$ cat config.mk
export PLATFORM = sky130hd
export DESIGN_NAME = irq_latch_ctrl
export DESIGN_NICKNAME = d
export VERILOG_FILES = /design/src/rtl/irq_latch_pkg.sv /design/src/rtl/irq_en_reg.sv /design/src/rtl/irq_stat_cell.sv /design/src/rtl/irq_req_merge.sv /design/src/rtl/irq_latch_ctrl.sv
export SDC_FILE = /design/constraint.sdc
export NUM_CORES = 1
export LEC_CHECK = 0
export BUFFER_PORTS_ARGS = -buffer_cell sky130_fd_sc_hd__buf_2
export CORE_MARGIN = 2
export CORE_UTILIZATION = 47
export CTS_CLUSTER_SIZE = 30
export DETAILED_ROUTE_END_ITERATION = 7
export PLACE_DENSITY = 0.84
export SYNTH_ARGS = -nofsm -noshare
export SYNTH_HDL_FRONTEND = slang
export SYNTH_HIERARCHICAL = 1
export SYNTH_SLANG_ARGS = --single-unit
$ cat constraint.sdc
create_clock -name clk -period 1.5 [get_ports clk]
set_clock_uncertainty 0.15 [all_clocks]
set_input_delay 0.075 -clock clk [delete_from_list [all_inputs] [get_ports clk]]
set_output_delay 0.075 -clock clk [all_outputs]
set_load 0.01 [all_outputs]
$ cat src/rtl/irq_latch_pkg.sv
package irq_latch_pkg;
  localparam int unsigned SRC_W    = 8;
  localparam int unsigned LIVE_BIT = 3;

  function automatic logic [SRC_W-1:0] latched_mask(input int unsigned live);
    logic [SRC_W-1:0] m;
    m = '1;
    m[live] = 1'b0;
    return m;
  endfunction
endpackage

$ cat src/rtl/irq_en_reg.sv
module irq_en_reg #(
  parameter int unsigned W = 8
) (
  input  logic         clk,
  input  logic         rst,
  input  logic         wr,
  input  logic [W-1:0] wdata,
  output logic [W-1:0] en_q
);
  always_ff @(posedge clk) begin
    if (rst)     en_q <= '0;
    else if (wr) en_q <= wdata;
  end
endmodule

$ cat src/rtl/irq_stat_cell.sv
module irq_stat_cell (
  input  logic clk,
  input  logic rst,
  input  logic release_req,
  input  logic fire,
  output logic stat_q
);
  // Active-low latch: 1 idle, 0 pending. Release has priority over fire.
  always_ff @(posedge clk) begin
    if (rst)              stat_q <= 1'b1;
    else if (release_req) stat_q <= 1'b1;
    else if (fire)        stat_q <= 1'b0;
  end
endmodule

$ cat src/rtl/irq_req_merge.sv
module irq_req_merge #(
  parameter int unsigned W    = 8,
  parameter int unsigned LIVE = 3
) (
  input  logic [W-1:0] stat,
  input  logic         live_en,
  input  logic         live_empty,
  output logic         irq_n
);
  localparam logic [W-1:0] LMASK = ~({{(W-1){1'b0}}, 1'b1} << LIVE);
  logic pend_latched;
  logic pend_live;
  always_comb begin
    pend_latched = |(~stat & LMASK);
    pend_live    = live_en & live_empty;
    irq_n        = ~(pend_latched | pend_live);
  end
endmodule

$ cat src/rtl/irq_latch_ctrl.sv
module irq_latch_ctrl #(
  parameter int unsigned NSRC     = irq_latch_pkg::SRC_W,
  parameter int unsigned LIVE_IDX = irq_latch_pkg::LIVE_BIT
) (
  input  logic            clk,
  input  logic            rst,
  input  logic            en_wr,
  input  logic [NSRC-1:0] en_wdata,
  input  logic [NSRC-1:0] src_evt,
  input  logic            ser_out_empty,
  output logic [NSRC-1:0] stat_rdata,
  output logic            irq_n
);
  logic [NSRC-1:0] en_q;
  logic [NSRC-1:0] rel_vec;

  irq_en_reg #(.W(NSRC)) u_en (
    .clk   (clk),
    .rst   (rst),
    .wr    (en_wr),
    .wdata (en_wdata),
    .en_q  (en_q)
  );

  assign rel_vec = en_wr ? ~en_wdata : '0;

  for (genvar i = 0; i < NSRC; i++) begin : g_bit
    if (i == LIVE_IDX) begin : g_live
      assign stat_rdata[i] = ~ser_out_empty;
    end else begin : g_latch
      irq_stat_cell u_cell (
        .clk         (clk),
        .rst         (rst),
        .release_req (rel_vec[i]),
        .fire        (src_evt[i] & en_q[i]),
        .stat_q      (stat_rdata[i])
      );
    end
  end

  irq_req_merge #(.W(NSRC), .LIVE(LIVE_IDX)) u_merge (
    .stat       (stat_rdata),
    .live_en    (en_q[LIVE_IDX]),
    .live_empty (ser_out_empty),
    .irq_n      (irq_n)
  );
endmodule

==> results.tsv, run 1 <==
metric	value	unit
largest cells by area after synthesis	dfxtp_1 (47%), mux2i_1 (12%), and2b_2 (9.5%), nor2_1 (8.7%), and2_1 (6.8%)	
#FFs+latches synth	15	
placed cell area	785	um2
Max FO, Critical Path	2	
status	complete, but fails checks	
number of distinct library cells after synthesis	12	
PortBufs	27	
metal2 WL	766	um
fill cell count	91	
clock-pin transition on the worst setup and hold timing paths	0.08	ns
Sinks on Clock Net	15	
Via-to-Cell Ratio	4.63	
number of global-route vias before repair	558	
first-pass GRT wire length	2280	um
Synth Cell Area	646	um2
setup repair bufs after CTS	0	
CTS buffer count	3	
fin crit period	1.44	ns
gr ovfl total	0	
Setup CP Type	primary input to register	
Worst R2R Setup Slack	0.18	ns
die width	41.1	um
Resize count post-CTS	0	
Die Span Y	41.1	um
global placer's final weighted congestion	0.692	
RSZ-0062 raised after global routing	no	
Fin. Hold Viols	3	
Core ar.	0.00128	mm2
Hold Path Origin	rst	
Max Slew Vio Count	0	
CP Capture Type	register	
GRT Total Usage	0.209	
final setup TNS	0	ns
Ant. Diodes	0	
cell taking the most area after synthesis	dfxtp_1	
WL per Instance	11.2	um
fraction of the cycle the final worst path needs	0.963	
Clock Latency Late Sink	0.27	ns
Synth top area share	0.465	
failing checks	hold timing	
Hold Crit Class	primary input to register	
die footprint	0.00169	mm2
Static Leak	0.534	nW
First-pass DRT Iterations	4	
Layout area overhead	52.7	%
Power Total	0.798	mW
largest net degree at the start of global routing	16	
initial drt markers	2	
Worst EP required	1.51	ns
Worst R2R Start	u_en/en_q[3]	
Critical Path AT	1.46	ns
DP HPWL	912	um
highest routed layer	met4	
Syn Area/Cell	8.97	um2
row count	13	
routed via count	616	
Slew @ Worst Pin	0.328	ns
fin nets	139	
Starting Density	0.502	
CP startpoint	en_wdata[7]	
sequential fraction of the synthesis area	0.465	
DR WL met3	42	um
htree depth	1	
Startpoint Class	primary input	
Post-route DRC	0	
design area	986	um2
Ys Warns	6	
syn nets	92	
final wirelength	1490	um
hold_ws	-0.00665	ns
met1 WL	663	um
layout cells sized above 1	0.314	
Clock Tree Buf Depth	2	
worst vdd ir	601	uV
endpoints failing setup	0	
Max Cap Viol	0	
f_max	692	MHz
I/O pin total	29	
max_slew headroom	0.781	
CTS tree	done	
antenna viol nets, final	0	
initial antenna violation count	0	
synthesized instance count	72	
clock root cell	clkbuf_4	
P per Cell Area	809	mW/mm2
==> cell usage after synthesis (all sizes together) <==
cell type,number
mux2i,8
and2b,7
and2,7
a211oi,1
dfxtp,15
nand4,1
nand3,1
nor2,15
o21ai,7
buf,2
inv,8
==> repair_timing <==
| item | CTS | global route |
|---|---|---|
| endpoints found under the setup margin | 0 | 5 |
| endpoints found under the hold margin | 15 | 0 |
| hold buffers | 22 | 0 |
==> worst max-delay path, stage by stage <==
cell and delay [ns]:
dlygate4sd3_1 0.52, buf_2 0.12, mux2i_1 0.12, nor2_1 0.06, dlygate4sd3_1 0.56
==> worst paths after layout <==
path	endpoint	cells past startpoint
worst max-delay path	u_en/en_q[7]	5
worst min-delay path	u_en/en_q[1]	2
worst max register to register	u_en/en_q[3]	3
worst min register to register	g_bit[1].g_latch.u_cell/stat_q	2
==> per-stage QoR <==
stage | std cells | setup WS [ns] | hold WS, ns | util
final | 133 | 0.0554 | -0.00665 | 0.767
after global routing | 133 | 0.00844 | 0.0256 | 0.767
after CTS | 138 | 0.0518 | 0.0113 | 0.802
after detailed placement | 112 | 0.460 | 0.180 | 0.611
after global placement | 112 | 0.474 | 0.167 | 0.611
after floorplan | 72 | 0.511 | 0.0276 | -
==> flip-flops by register name, indices dropped and copies added, names as in the netlist <==
signal and cells:
g_bit.g_latch.u_cell/stat_q 7, u_en/en_q 8
==> area by class of cell <==
type / count / area, um2 / share of cell area
Sequential cell: 15 / 300 / 0.305
Tap cell: 15 / 18.8 / 0.0190
Inverter: 8 / 30.0 / 0.0305
Timing Repair Buffer: 44 / 310 / 0.315
Multi-Input combinational cell: 47 / 300 / 0.305
Clock buffer: 4 / 26.3 / 0.0266
==> power breakdown <==
| part | switching [mW] | total [mW] | internal [mW] |
|---|---|---|---|
| Combinational | 0.0594 | 0.149 | 0.0894 |
| Sequential | 0.0104 | 0.427 | 0.417 |
| Clock | 0.119 | 0.222 | 0.103 |
| Total | 0.189 | 0.798 | 0.609 |
==> cells in the final DEF, fill, tap and decap left out, drive strengths merged <==
master	Yosys	layout
buf	2	26
nor2	15	15
clkbuf	0	4
inv	8	8
nand3	1	1
o21ai	7	7
nand4	1	1
and2	7	7
mux2i	8	8
dfxtp	15	15
a211oi	1	1
dlygate4sd3	0	18
and2b	7	7
==> routing by layer <==
metal	GRT usage	vias up
li1	-	322
met5	0	-
met3	0.0326	2
met2	0.344	12
met1	0.252	280
met4	0.125	0
==> cells by family after synthesis <==
| logic type | count (synthesis) | share of synthesized area |
|---|---|---|
| buf+inv | 10 | 0.0698 |
| compound gates | 8 | 0.0736 |
| mux | 8 | 0.124 |
| flops | 15 | 0.465 |
| simple gates | 31 | 0.267 |
Note: power is estimated with default switching activity, not from simulation.
==> run 2, diff against run 1 <==
ABC_AREA = 1   (was default)
CORE_ASPECT_RATIO = 1.5   (was default)
CORE_UTILIZATION = 35   (was 47)
PLACE_DENSITY = 0.68   (was 0.84)
clock period = 1.3 ns   (was 1.5 ns; I/O delays follow)
==> run 2 against run 1 <==
Effect of this change:
- the run now ends clean
- core utilization is 21 points lower
- first-iteration DRC count rose to 4.5 times the previous value
- sequential cell count did not move
- non-clock buffer count shrank 1
- critical path type is now register to output pin
- critical endpoint is now irq_n
- largest power group unchanged
==> results.tsv, run 2 <==
metric	value	unit
status	complete, no violations	
count leader, synth	nand2_1	
routed via count	750	
Ant. Diodes	0	
fin crit period	1.25	ns
number of synthesized flops with an enable pin	0	
GRT Total Usage	0.148	
Synth top area share	0.427	
Static Leak	0.626	nW
Hold Path Origin	en_wr	
Setup CP Type	register to output pin	
R2R cell count	5	
Post-Layout Cell Count	182	
initial antenna violation count	0	
Max Cap Viol	0	
CTS buffer count	3	
Via-to-Cell Ratio	4.12	
gr ovfl total	0	
PortBufs	27	
hold_ws	0.0531	ns
largest cells by area after synthesis	dfxtp_1 (43%), nand2_1 (21%), nor2_1 (16%), inv_1 (13%), buf_6 (3.2%)	
design area	0.00103	mm2
number of distinct library cells after synthesis	9	
Post-synth top cells	nand2_1 (40), nor2_1 (30), inv_1 (24), dfxtp_1 (15)	
first-pass GRT wire length	2500	um
Worst R2R Start	u_en/en_q[0]	
Starting Density	0.379	
Worst Hold Path Cells	3	
CP Capture Type	output pin	
WL per Instance	8.43	um
syn nets	136	
crit-path cells	nand2_1 -> nor2_1 -> nand2_1 -> nor2_2 -> buf_2	
cell taking the most area after synthesis	dfxtp_1	
Primary FF master, synth	dfxtp_1	
die footprint	0.00239	mm2
RSZ-0062 raised after global routing	yes	
DR WL met3	52	um
Critical Path AT	1.03	ns
layout cells sized above 1	0.242	
final wirelength	1530	um
Max Slew Vio Count	0	
max_slew headroom	0.788	
Core ar.	0.00185	mm2
fraction of the cycle the final worst path needs	0.960	
Synth Cell Area	703	um2
RR Endpoint	g_bit[0].g_latch.u_cell/stat_q	
cell total after placement	162	
Ys Warns	6	
most frequent cells in the layout	nand2_1 (40), nor2_1 (30), buf_2 (27)	
Clock Latency Late Sink	0.27	ns
Slew @ Worst Pin	0.319	ns
CTS tree	done	
largest registers	u_en/en_q x8, g_bit.g_latch.u_cell/stat_q x7	
clock-pin transition on the worst setup and hold timing paths	0.09	ns
First-pass DRT Iterations	4	
Sinks on Clock Net	15	
DP HPWL	1080	um
global placer's final weighted congestion	0.710	
die width	40.6	um
setup repair bufs after CTS	0	
most common cell after layout, fill and taps aside	nand2_1	
Clock Tree Buf Depth	2	
I/O pin total	29	
Die Span Y	58.9	um
Hold Crit Class	primary input to register	
Syn Area/Cell	6.06	um2
htree depth	1	
max reg flops	8	
Crit path top cell by count	nand2_1	
sequential fraction of the synthesis area	0.427	
highest routed layer	met4	
#FFs+latches synth	15	
Biggest register	u_en/en_q	
met1 WL	699	um
synthesized instance count	116	
row count	19	
Max FO, Critical Path	3	
f_max	801	MHz
Worst R2R Setup Slack	0.49	ns
endpoints failing setup	0	
CP max-delay cell	dfxtp_2	
placed cell area	842	um2
worst vdd ir	553	uV
largest incremental delay on the critical path	0.34	ns
Fin. Hold Viols	0	
Layout area overhead	47.2	%
antenna viol nets, final	0	
Synth async-reset ratio	0	
clock root cell	clkbuf_4	
initial drt markers	9	
metal2 WL	765	um
Post-route DRC	0	
Startpoint Class	register	
largest net degree at the start of global routing	18	
fin nets	182	
Hold EP	u_en/en_q[5]	
P per Cell Area	918	mW/mm2
number of global-route vias before repair	638	
Worst EP required	1.09	ns
-- run 2: cell types whose count changed in the layout (fill, tap and decap cells not counted), sizes merged --
cell / delta
nand2: +41
buf: +1
and2b: -7
and2: -7
nand4: -1
dlygate4sd3: -2
clkbuf: -1
inv: +17
o21ai: -7
clkinv: +1
mux2i: -8
nor2: +17
a211oi: -1
-- run 2: layout make-up --
cell class / instances / area, um2
multi-input combinational: 74 / 287
sequential: 15 / 305
fill: 190 / 820
clock inverter: 1 / 5.00
clock buffer: 3 / 22.5
timing repair buffer: 43 / 295
inverter: 25 / 93.8
tap: 21 / 26.3
-- run 2: critical path: cells and delay by family (launching register included) --
| family | cells | cell delay [ns] |
|---|---|---|
| buf+inv | 1 | 0.13 |
| simple gates | 4 | 0.29 |
| flops | 1 | 0.34 |
-- run 2: kinds of logic (layout without fill, tap and decap cells) --
group                  after synthesis  in the layout  synth area share
AND/OR/NAND/NOR                     74             74             0.407
flip-flops                          15             15             0.427
buffers and inverters               27             72             0.165
-- run 2: worst max-delay path by stage --
stage               cells after the start    end                      startpoint  slack [ns]
global placement                        5  irq_n  g_bit[1].g_latch.u_cell/stat_q        0.32
floorplan                               4  irq_n  g_bit[1].g_latch.u_cell/stat_q        0.38
global route                            5  irq_n  g_bit[1].g_latch.u_cell/stat_q       -0.05
detailed placement                      5  irq_n  g_bit[0].g_latch.u_cell/stat_q        0.31
CTS                                     5  irq_n  g_bit[1].g_latch.u_cell/stat_q        0.02
finish                                  5  irq_n  g_bit[1].g_latch.u_cell/stat_q        0.05
-- run 2: metrics by stage --
stage	power (mW)	setup TNS (ns)	worst slack (ns)	utilization
2_1_floorplan	0.607	0	0.382	-
3_3_place_gp	0.662	0	0.322	0.454
3_5_place_dp	0.666	0	0.314	0.454
4_1_cts	0.966	0	0.0169	0.557
5_1_grt	1.02	-0.0505	-0.0505	0.558
6_report	0.950	0	0.0520	0.558
-- run 2: layer usage --
metal | GRT usage | vias to the layer above
li1 | - | 413
met1 | 0.178 | 322
met2 | 0.245 | 13
met3 | 0.0226 | 2
met4 | 0.0714 | 0
met5 | 0 | -
-- run 2: timing repair --
| item | in CTS | in global routing |
|---|---|---|
| gates resized for setup | 2 | 2 |
| hold buffers | 16 | 0 |
| setup endpoints to repair | 1 | 1 |
| hold endpoints to repair | 15 | 0 |
-- run 2: where the power goes --
group          total, mW  internal [mW]  switching, mW
combinational      0.191         0.0978         0.0930
sequential         0.501          0.487         0.0146
clock              0.258          0.114          0.144
total              0.950          0.698          0.252
